**src/rtl/tmr_pkg.sv**
```systemverilog
package tmr_pkg;
  localparam int unsigned ADDR_PSC  = 0;
  localparam int unsigned ADDR_CFG  = 1;
  localparam int unsigned ADDR_CTRL = 2;
  localparam int unsigned ADDR_CNTB = 3;
  localparam int unsigned ADDR_CMPB = 4;
  localparam int unsigned ADDR_CNTO = 5;
  localparam int unsigned ADDR_CMPO = 6;
  localparam int unsigned ADDR_STAT = 7;
  localparam int unsigned ADDR_IEN  = 8;

  localparam int unsigned SEL_LSB   = 16;
  localparam int unsigned CTRL_LSB  = 20;

  typedef struct packed {
    logic autoreload;
    logic manual;
    logic start;
  } ctrl_t;
endpackage

```
**src/rtl/tmr_prescale.sv**
```systemverilog
module tmr_prescale #(
  parameter int unsigned PSC_W     = 8,
  parameter int unsigned SEL_W     = 4,
  parameter int unsigned MAX_SHIFT = 4
) (
  input  logic             clk,
  input  logic             rst_n,
  input  logic             run,
  input  logic [PSC_W-1:0] psc,
  input  logic [SEL_W-1:0] sel,
  input  logic             ext_tick,
  output logic             tick
);
  localparam int unsigned EXT_CODE = MAX_SHIFT + 1;

  logic [PSC_W-1:0]     pcnt;
  logic [MAX_SHIFT-1:0] dcnt;
  logic [MAX_SHIFT-1:0] mask;
  logic                 pre;
  logic                 div_tick;

  assign pre = run && (pcnt >= psc);

  always_ff @(posedge clk) begin
    if (!rst_n || !run) begin
      pcnt <= '0;
      dcnt <= '0;
    end else if (pre) begin
      pcnt <= '0;
      dcnt <= dcnt + 1'b1;
    end else begin
      pcnt <= pcnt + 1'b1;
    end
  end

  // Mask of low divider bits that must all be one for a tick.
  always_comb begin
    mask = '0;
    for (int i = 0; i < MAX_SHIFT; i++) begin
      if (int'(sel) > i) mask[i] = 1'b1;
    end
  end

  assign div_tick = pre && ((dcnt & mask) == mask);
  assign tick = (int'(sel) >= EXT_CODE) ? (run && ext_tick) : div_tick;

  // a prescaled pulse always restarts the prescale count
  a_r2_prescale_restart: assert property (@(posedge clk) disable iff (!rst_n)
    (pre && run) |=> (pcnt == '0));
endmodule

```
**src/rtl/tmr_counter.sv**
```systemverilog
module tmr_counter #(
  parameter int unsigned CNT_W = 32
) (
  input  logic             clk,
  input  logic             rst_n,
  input  logic             tick,
  input  logic             run,
  input  logic             manual,
  input  logic             autoreload,
  input  logic [CNT_W-1:0] cnt_buf,
  input  logic [CNT_W-1:0] cmp_buf,
  output logic [CNT_W-1:0] cnt,
  output logic [CNT_W-1:0] cmp,
  output logic             expire,
  output logic             stop_req
);
  logic step;

  assign step     = run && tick;
  assign expire   = step && (cnt == '0);
  assign stop_req = expire && !autoreload;

  always_ff @(posedge clk) begin
    if (!rst_n) begin
      cnt <= '0;
      cmp <= '0;
    end else if (manual) begin
      cnt <= cnt_buf;
      cmp <= cmp_buf;
    end else if (step) begin
      if (cnt == '0) begin
        if (autoreload) cnt <= cnt_buf;
      end else begin
        cnt <= cnt - 1'b1;
      end
    end
  end

  // manual update copies both buffers
  a_r5_manual_load: assert property (@(posedge clk) disable iff (!rst_n)
    manual |=> (cnt == $past(cnt_buf) && cmp == $past(cmp_buf)));
  // without a tick the count holds
  a_r6_hold_no_tick: assert property (@(posedge clk) disable iff (!rst_n)
    (!manual && !step) |=> (cnt == $past(cnt)));
  // a running nonzero count steps down by exactly one
  a_r4_step_down: assert property (@(posedge clk) disable iff (!rst_n)
    (!manual && step && cnt != '0) |=> (cnt == $past(cnt) - 1'b1));
  // expiry with auto-reload refills from the buffer
  a_r4_reload: assert property (@(posedge clk) disable iff (!rst_n)
    (!manual && expire && autoreload) |=> (cnt == $past(cnt_buf)));
  // one-shot expiry rests at zero
  a_r7_rest_zero: assert property (@(posedge clk) disable iff (!rst_n)
    (!manual && stop_req) |=> (cnt == '0));
endmodule

```
**src/rtl/tmr_regs.sv**
```systemverilog
module tmr_regs
  import tmr_pkg::*;
#(
  parameter int unsigned CNT_W  = 32,
  parameter int unsigned PSC_W  = 8,
  parameter int unsigned SEL_W  = 4,
  parameter int unsigned ADDR_W = 4
) (
  input  logic              clk,
  input  logic              rst_n,
  input  logic              wr,
  input  logic [ADDR_W-1:0] addr,
  input  logic [31:0]       wdata,
  input  logic              expire,
  input  logic              stop_req,
  input  logic [CNT_W-1:0]  cnt_obs,
  input  logic [CNT_W-1:0]  cmp_obs,
  output logic [PSC_W-1:0]  psc,
  output logic [SEL_W-1:0]  sel,
  output ctrl_t             ctrl,
  output logic [CNT_W-1:0]  cnt_buf,
  output logic [CNT_W-1:0]  cmp_buf,
  output logic              pend,
  output logic              ien,
  output logic [31:0]       rdata
);
  function automatic logic hit(input logic [ADDR_W-1:0] a, input int unsigned k);
    return a == ADDR_W'(k);
  endfunction

  logic wr_ctrl;
  logic clr_pend;

  assign wr_ctrl  = wr && hit(addr, ADDR_CTRL);
  assign clr_pend = wr && hit(addr, ADDR_STAT) && wdata[0];

  always_ff @(posedge clk) begin
    if (!rst_n) begin
      psc     <= '0;
      sel     <= '0;
      ctrl    <= '0;
      cnt_buf <= '0;
      cmp_buf <= '0;
      pend    <= 1'b0;
      ien     <= 1'b0;
    end else begin
      if (wr && hit(addr, ADDR_PSC))  psc     <= wdata[PSC_W-1:0];
      if (wr && hit(addr, ADDR_CFG))  sel     <= wdata[SEL_LSB +: SEL_W];
      if (wr && hit(addr, ADDR_CNTB)) cnt_buf <= wdata[CNT_W-1:0];
      if (wr && hit(addr, ADDR_CMPB)) cmp_buf <= wdata[CNT_W-1:0];
      if (wr && hit(addr, ADDR_IEN))  ien     <= wdata[0];
      if (wr_ctrl)       ctrl       <= wdata[CTRL_LSB +: 3];
      else if (stop_req) ctrl.start <= 1'b0;
      if (expire)        pend <= 1'b1;
      else if (clr_pend) pend <= 1'b0;
    end
  end

  always_comb begin
    rdata = '0;
    if (hit(addr, ADDR_PSC))  rdata[PSC_W-1:0]          = psc;
    if (hit(addr, ADDR_CFG))  rdata[SEL_LSB +: SEL_W]   = sel;
    if (hit(addr, ADDR_CTRL)) rdata[CTRL_LSB +: 3]      = ctrl;
    if (hit(addr, ADDR_CNTB)) rdata[CNT_W-1:0]          = cnt_buf;
    if (hit(addr, ADDR_CMPB)) rdata[CNT_W-1:0]          = cmp_buf;
    if (hit(addr, ADDR_CNTO)) rdata[CNT_W-1:0]          = cnt_obs;
    if (hit(addr, ADDR_CMPO)) rdata[CNT_W-1:0]          = cmp_obs;
    if (hit(addr, ADDR_STAT)) rdata[0]                  = pend;
    if (hit(addr, ADDR_IEN))  rdata[0]                  = ien;
  end

  // an expiry always leaves the flag set, whatever else is written
  a_r8_pend_set: assert property (@(posedge clk) disable iff (!rst_n)
    expire |=> pend);
  // a one-shot expiry clears start unless control is rewritten
  a_r7_start_clear: assert property (@(posedge clk) disable iff (!rst_n)
    (stop_req && !wr_ctrl) |=> !ctrl.start);
endmodule

```
**src/rtl/tick_timer.sv**
```systemverilog
module tick_timer
  import tmr_pkg::*;
#(
  parameter int unsigned CNT_W     = 32,
  parameter int unsigned PSC_W     = 8,
  parameter int unsigned SEL_W     = 4,
  parameter int unsigned MAX_SHIFT = 4,
  parameter int unsigned ADDR_W    = 4
) (
  input  logic              clk,
  input  logic              rst_n,
  input  logic              bus_wr,
  input  logic [ADDR_W-1:0] bus_addr,
  input  logic [31:0]       bus_wdata,
  output logic [31:0]       bus_rdata,
  input  logic              ext_tick,
  output logic              irq
);
  logic [PSC_W-1:0] psc;
  logic [SEL_W-1:0] sel;
  ctrl_t            ctrl;
  logic [CNT_W-1:0] cnt_buf, cmp_buf, cnt, cmp;
  logic             pend, ien, tick, expire, stop_req, run;

  assign run = ctrl.start && !ctrl.manual;
  assign irq = pend && ien;

  tmr_regs #(.CNT_W(CNT_W), .PSC_W(PSC_W), .SEL_W(SEL_W), .ADDR_W(ADDR_W)) u_regs (
    .clk(clk), .rst_n(rst_n), .wr(bus_wr), .addr(bus_addr), .wdata(bus_wdata),
    .expire(expire), .stop_req(stop_req), .cnt_obs(cnt), .cmp_obs(cmp),
    .psc(psc), .sel(sel), .ctrl(ctrl), .cnt_buf(cnt_buf), .cmp_buf(cmp_buf),
    .pend(pend), .ien(ien), .rdata(bus_rdata)
  );

  tmr_prescale #(.PSC_W(PSC_W), .SEL_W(SEL_W), .MAX_SHIFT(MAX_SHIFT)) u_pre (
    .clk(clk), .rst_n(rst_n), .run(run), .psc(psc), .sel(sel),
    .ext_tick(ext_tick), .tick(tick)
  );

  tmr_counter #(.CNT_W(CNT_W)) u_cnt (
    .clk(clk), .rst_n(rst_n), .tick(tick), .run(run), .manual(ctrl.manual),
    .autoreload(ctrl.autoreload), .cnt_buf(cnt_buf), .cmp_buf(cmp_buf),
    .cnt(cnt), .cmp(cmp), .expire(expire), .stop_req(stop_req)
  );

  // a raised interrupt implies the flag was set by an expiry or held
  a_r9_irq_needs_pend: assert property (@(posedge clk) disable iff (!rst_n)
    $rose(irq) |-> (pend && ($past(expire) || $past(pend))));
endmodule

```
**config.mk**
```make
export PLATFORM = sky130hd
export DESIGN_NAME = tick_timer
export DESIGN_NICKNAME = d
export VERILOG_FILES = /design/src/rtl/tmr_pkg.sv /design/src/rtl/tmr_prescale.sv /design/src/rtl/tmr_counter.sv /design/src/rtl/tmr_regs.sv /design/src/rtl/tick_timer.sv
export SDC_FILE = /design/constraint.sdc
export NUM_CORES = 1
export LEC_CHECK = 0
export BUFFER_PORTS_ARGS = -buffer_cell sky130_fd_sc_hd__clkbuf_2
export CORE_UTILIZATION = 60
export DETAILED_ROUTE_END_ITERATION = 10
export PLACE_DENSITY = 0.8
export SLEW_MARGIN = 30
export SYNTH_ARGS = -nofsm -noshare
export SYNTH_HDL_FRONTEND = slang
export SYNTH_HIERARCHICAL = 1
export SYNTH_SLANG_ARGS = --single-unit
```
**constraint.sdc**
```tcl
create_clock -name clk -period 5.67 [get_ports clk]
set_input_delay 1.134 -clock clk [delete_from_list [all_inputs] [get_ports clk]]
set_output_delay 1.134 -clock clk [all_outputs]
set_load 0.01 [all_outputs]
```
==> metrics.txt <==
Yosys warning count 6; Post-CTS Hold Buffers 0; Max IR drop VDD 0.244 mV; FF-to-FF path depth 10; distinct cell type count after synthesis 71; DIE AREA 14,600 µm²; worst reg2reg setup slack 1800 ps; Crit Path Class input port to output pin; Hold Crit Start u_pre/pcnt[0]; via count 8,677; Tmin final 4320 ps; status completed; DRT Wirelength 27,600 µm; post-synth net total 1,101; clk_lat worst skew 430 ps; Mapped Area 8450 µm²; final count of pins violating max slew 0; f_max 232 MHz; Hold WC Path Type flip-flop to flip-flop; GRT Util Overall 38.5%; commonest non-fill, non-tap cell in the layout dfxtp_1; minimum hold slack 485 ps; Root Driver clkbuf_16; clk buf depth 2; Worst setup startpoint bus_addr[1]; I/O Buffers 72; async set or reset register ratio after synthesis 0%; Synth top area share 37.2%; 1st-pass router iterations 6; final worst path period share 76.2%; ys flop type dfxtp_1; max-cap violations 0; nets 1,119; EDFF count, synth 0; Least-Margin Pin Slew 1000 ps; Area growth, synth to finish 10.6%; vias in the first global route 8,136; final setup vio count 0; post-DR wirelength/cell 21.9 µm; core area 13,800 µm²; TritonCTS Buffers 17; Pleak 3.28 nW; vias per cell 6.90; Sink Count 157; share of cells above drive strength 1 13.6%; Worst R2R End u_cnt/cnt[22]; largest net degree at the start of global routing 48; DRC Markers 0; Std-Cell Rows 43; Die H 121 µm; GP Congestion 1.04; setup bufs post-CTS 0; final hold vios 0; worst-path fanout max 31; Clock Skew 7.64 ps; initial antenna violation count 1; CP Data Required Time 4540 ps; post-synthesis register bit count 157; Chip Width 121 µm; hold depth 1; RSZ-0062 raised after global routing no; Worst setup SP type input port; register area share after synthesis 37.2%; most frequent cells in the layout dfxtp_1 (156), a21oi_1 (118), nand3_1 (96); CTS tree built; PwrDens 273 nW/µm²; Mapped Avg Cell Area 8.06 µm²; setup TNS 0 ps; CP arrival 3180 ps; Worst Setup End Kind output pin; maximum level of the CTS H-tree 4; Boundary Pins 73; top cells by area, synth dfxtp_1 (37%), a21oi_1 (7.0%), nand3_1 (5.7%); first-pass GRT wire length 43,200 µm; Synth area leader dfxtp_1; initial DRC count 1,013; hpwl dp 17,300 µm; grt ovf 0; Initial Util 61.1%; Cells after Synth 1,049; Routed Antenna Nets 0; Reg-to-Reg Start u_pre/pcnt[0]; post-CTS sizing 0; Hold Crit Endpoint u_pre/pcnt[0]; relative slew slack 33.1%; CTS clk-pin slew, worst paths 60 ps
where the power goes:
group          leakage, nW  switching [W]  internal [W]
Sequential            1.27      0.0000104       0.00111
Combinational         1.74       0.000238      0.000104
Clock                0.270       0.000448      0.000639
through the flow:
step | util (%) | setup slack, ps | cell area (µm²) | std cells | total power [W]
floorplan | - | 2290 | 8450 | 1049 | 0.00137
global placement | 63.6 | 1510 | 8790 | 1228 | 0.00147
detailed placement | 63.6 | 1470 | 8790 | 1228 | 0.00147
CTS | 67.6 | 1460 | 9340 | 1257 | 0.00254
global route | 67.6 | 1260 | 9350 | 1258 | 0.00262
finish | 67.6 | 1350 | 9350 | 1258 | 0.00255
flip-flops by register name, summed over array words and instances, names as in the netlist, 4 cells and up:
signal / cells
u_regs/psc: 8
u_cnt/cnt: 32
u_cnt/cmp: 32
u_regs/cmp_buf: 32
u_pre/dcnt: 4
u_regs/cnt_buf: 32
u_pre/pcnt: 8
u_regs/sel: 4
critical path: stages:
cell      delay (ps)
clkbuf_2         350
nor2_1           880
a21boi_0         220
o31ai_1          380
clkbuf_2         210
layout make-up:
type,instances,area [µm²]
Clock buffer,22,484
Inverter,37,139
Fill cell,1141,4480
Tap cell,180,225
Antenna cell,1,2.50
Multi-Input combinational cell,764,4790
Clock inverter,7,65.1
Sequential cell,157,3140
Timing Repair Buffer,90,495
logic make-up (layout without fill, tap and decap cells):
kind of cell / after synthesis / count (layout) / share of synthesized area [%]
AO/OA/AOI/OAI: 369 / 369 / 27.7
XOR/XNOR: 7 / 7 / 0.725
adder cells (fa/ha/maj): 12 / 12 / 1.78
buffers and inverters: 128 / 156 / 6.50
flip-flops: 157 / 157 / 37.2
multiplexers: 37 / 37 / 4.44
other: 0 / 1 / 0
AND/OR/NAND/NOR: 339 / 339 / 21.7
synthesized netlist by cell type, types with 20 or more instances:
cell / n
nand2_1: 25
o21ai_0: 94
nor3_1: 24
a21oi_1: 118
nor2_1: 68
a221o_1: 20
buf_2: 35
mux2i_1: 33
nand3_1: 96
nand2b_1: 24
inv_1: 35
and2_1: 21
dfxtp_1: 157
clkbuf_1: 48
worst max-delay path by stage:
stage                                to  slack [ps]  cells past startpoint
final                     bus_rdata[17]        1350                      5
after CTS                 bus_rdata[20]        1460                      6
after global placement    bus_rdata[17]        1510                      5
after floorplan            bus_rdata[4]        2290                      5
after detailed placement  bus_rdata[17]        1470                      5
after global routing      bus_rdata[17]        1260                      5
metal layers:
layer | wire (µm) | part of all wire [%] | track usage (%)
met1 | 11000 | 40 | 52.0
met5 | 0 | 0 | 0
met2 | 12300 | 45 | 57.5
met4 | 857 | 3.1 | 17.8
met3 | 3410 | 12 | 9.76
(Power assumes the default switching activity.)
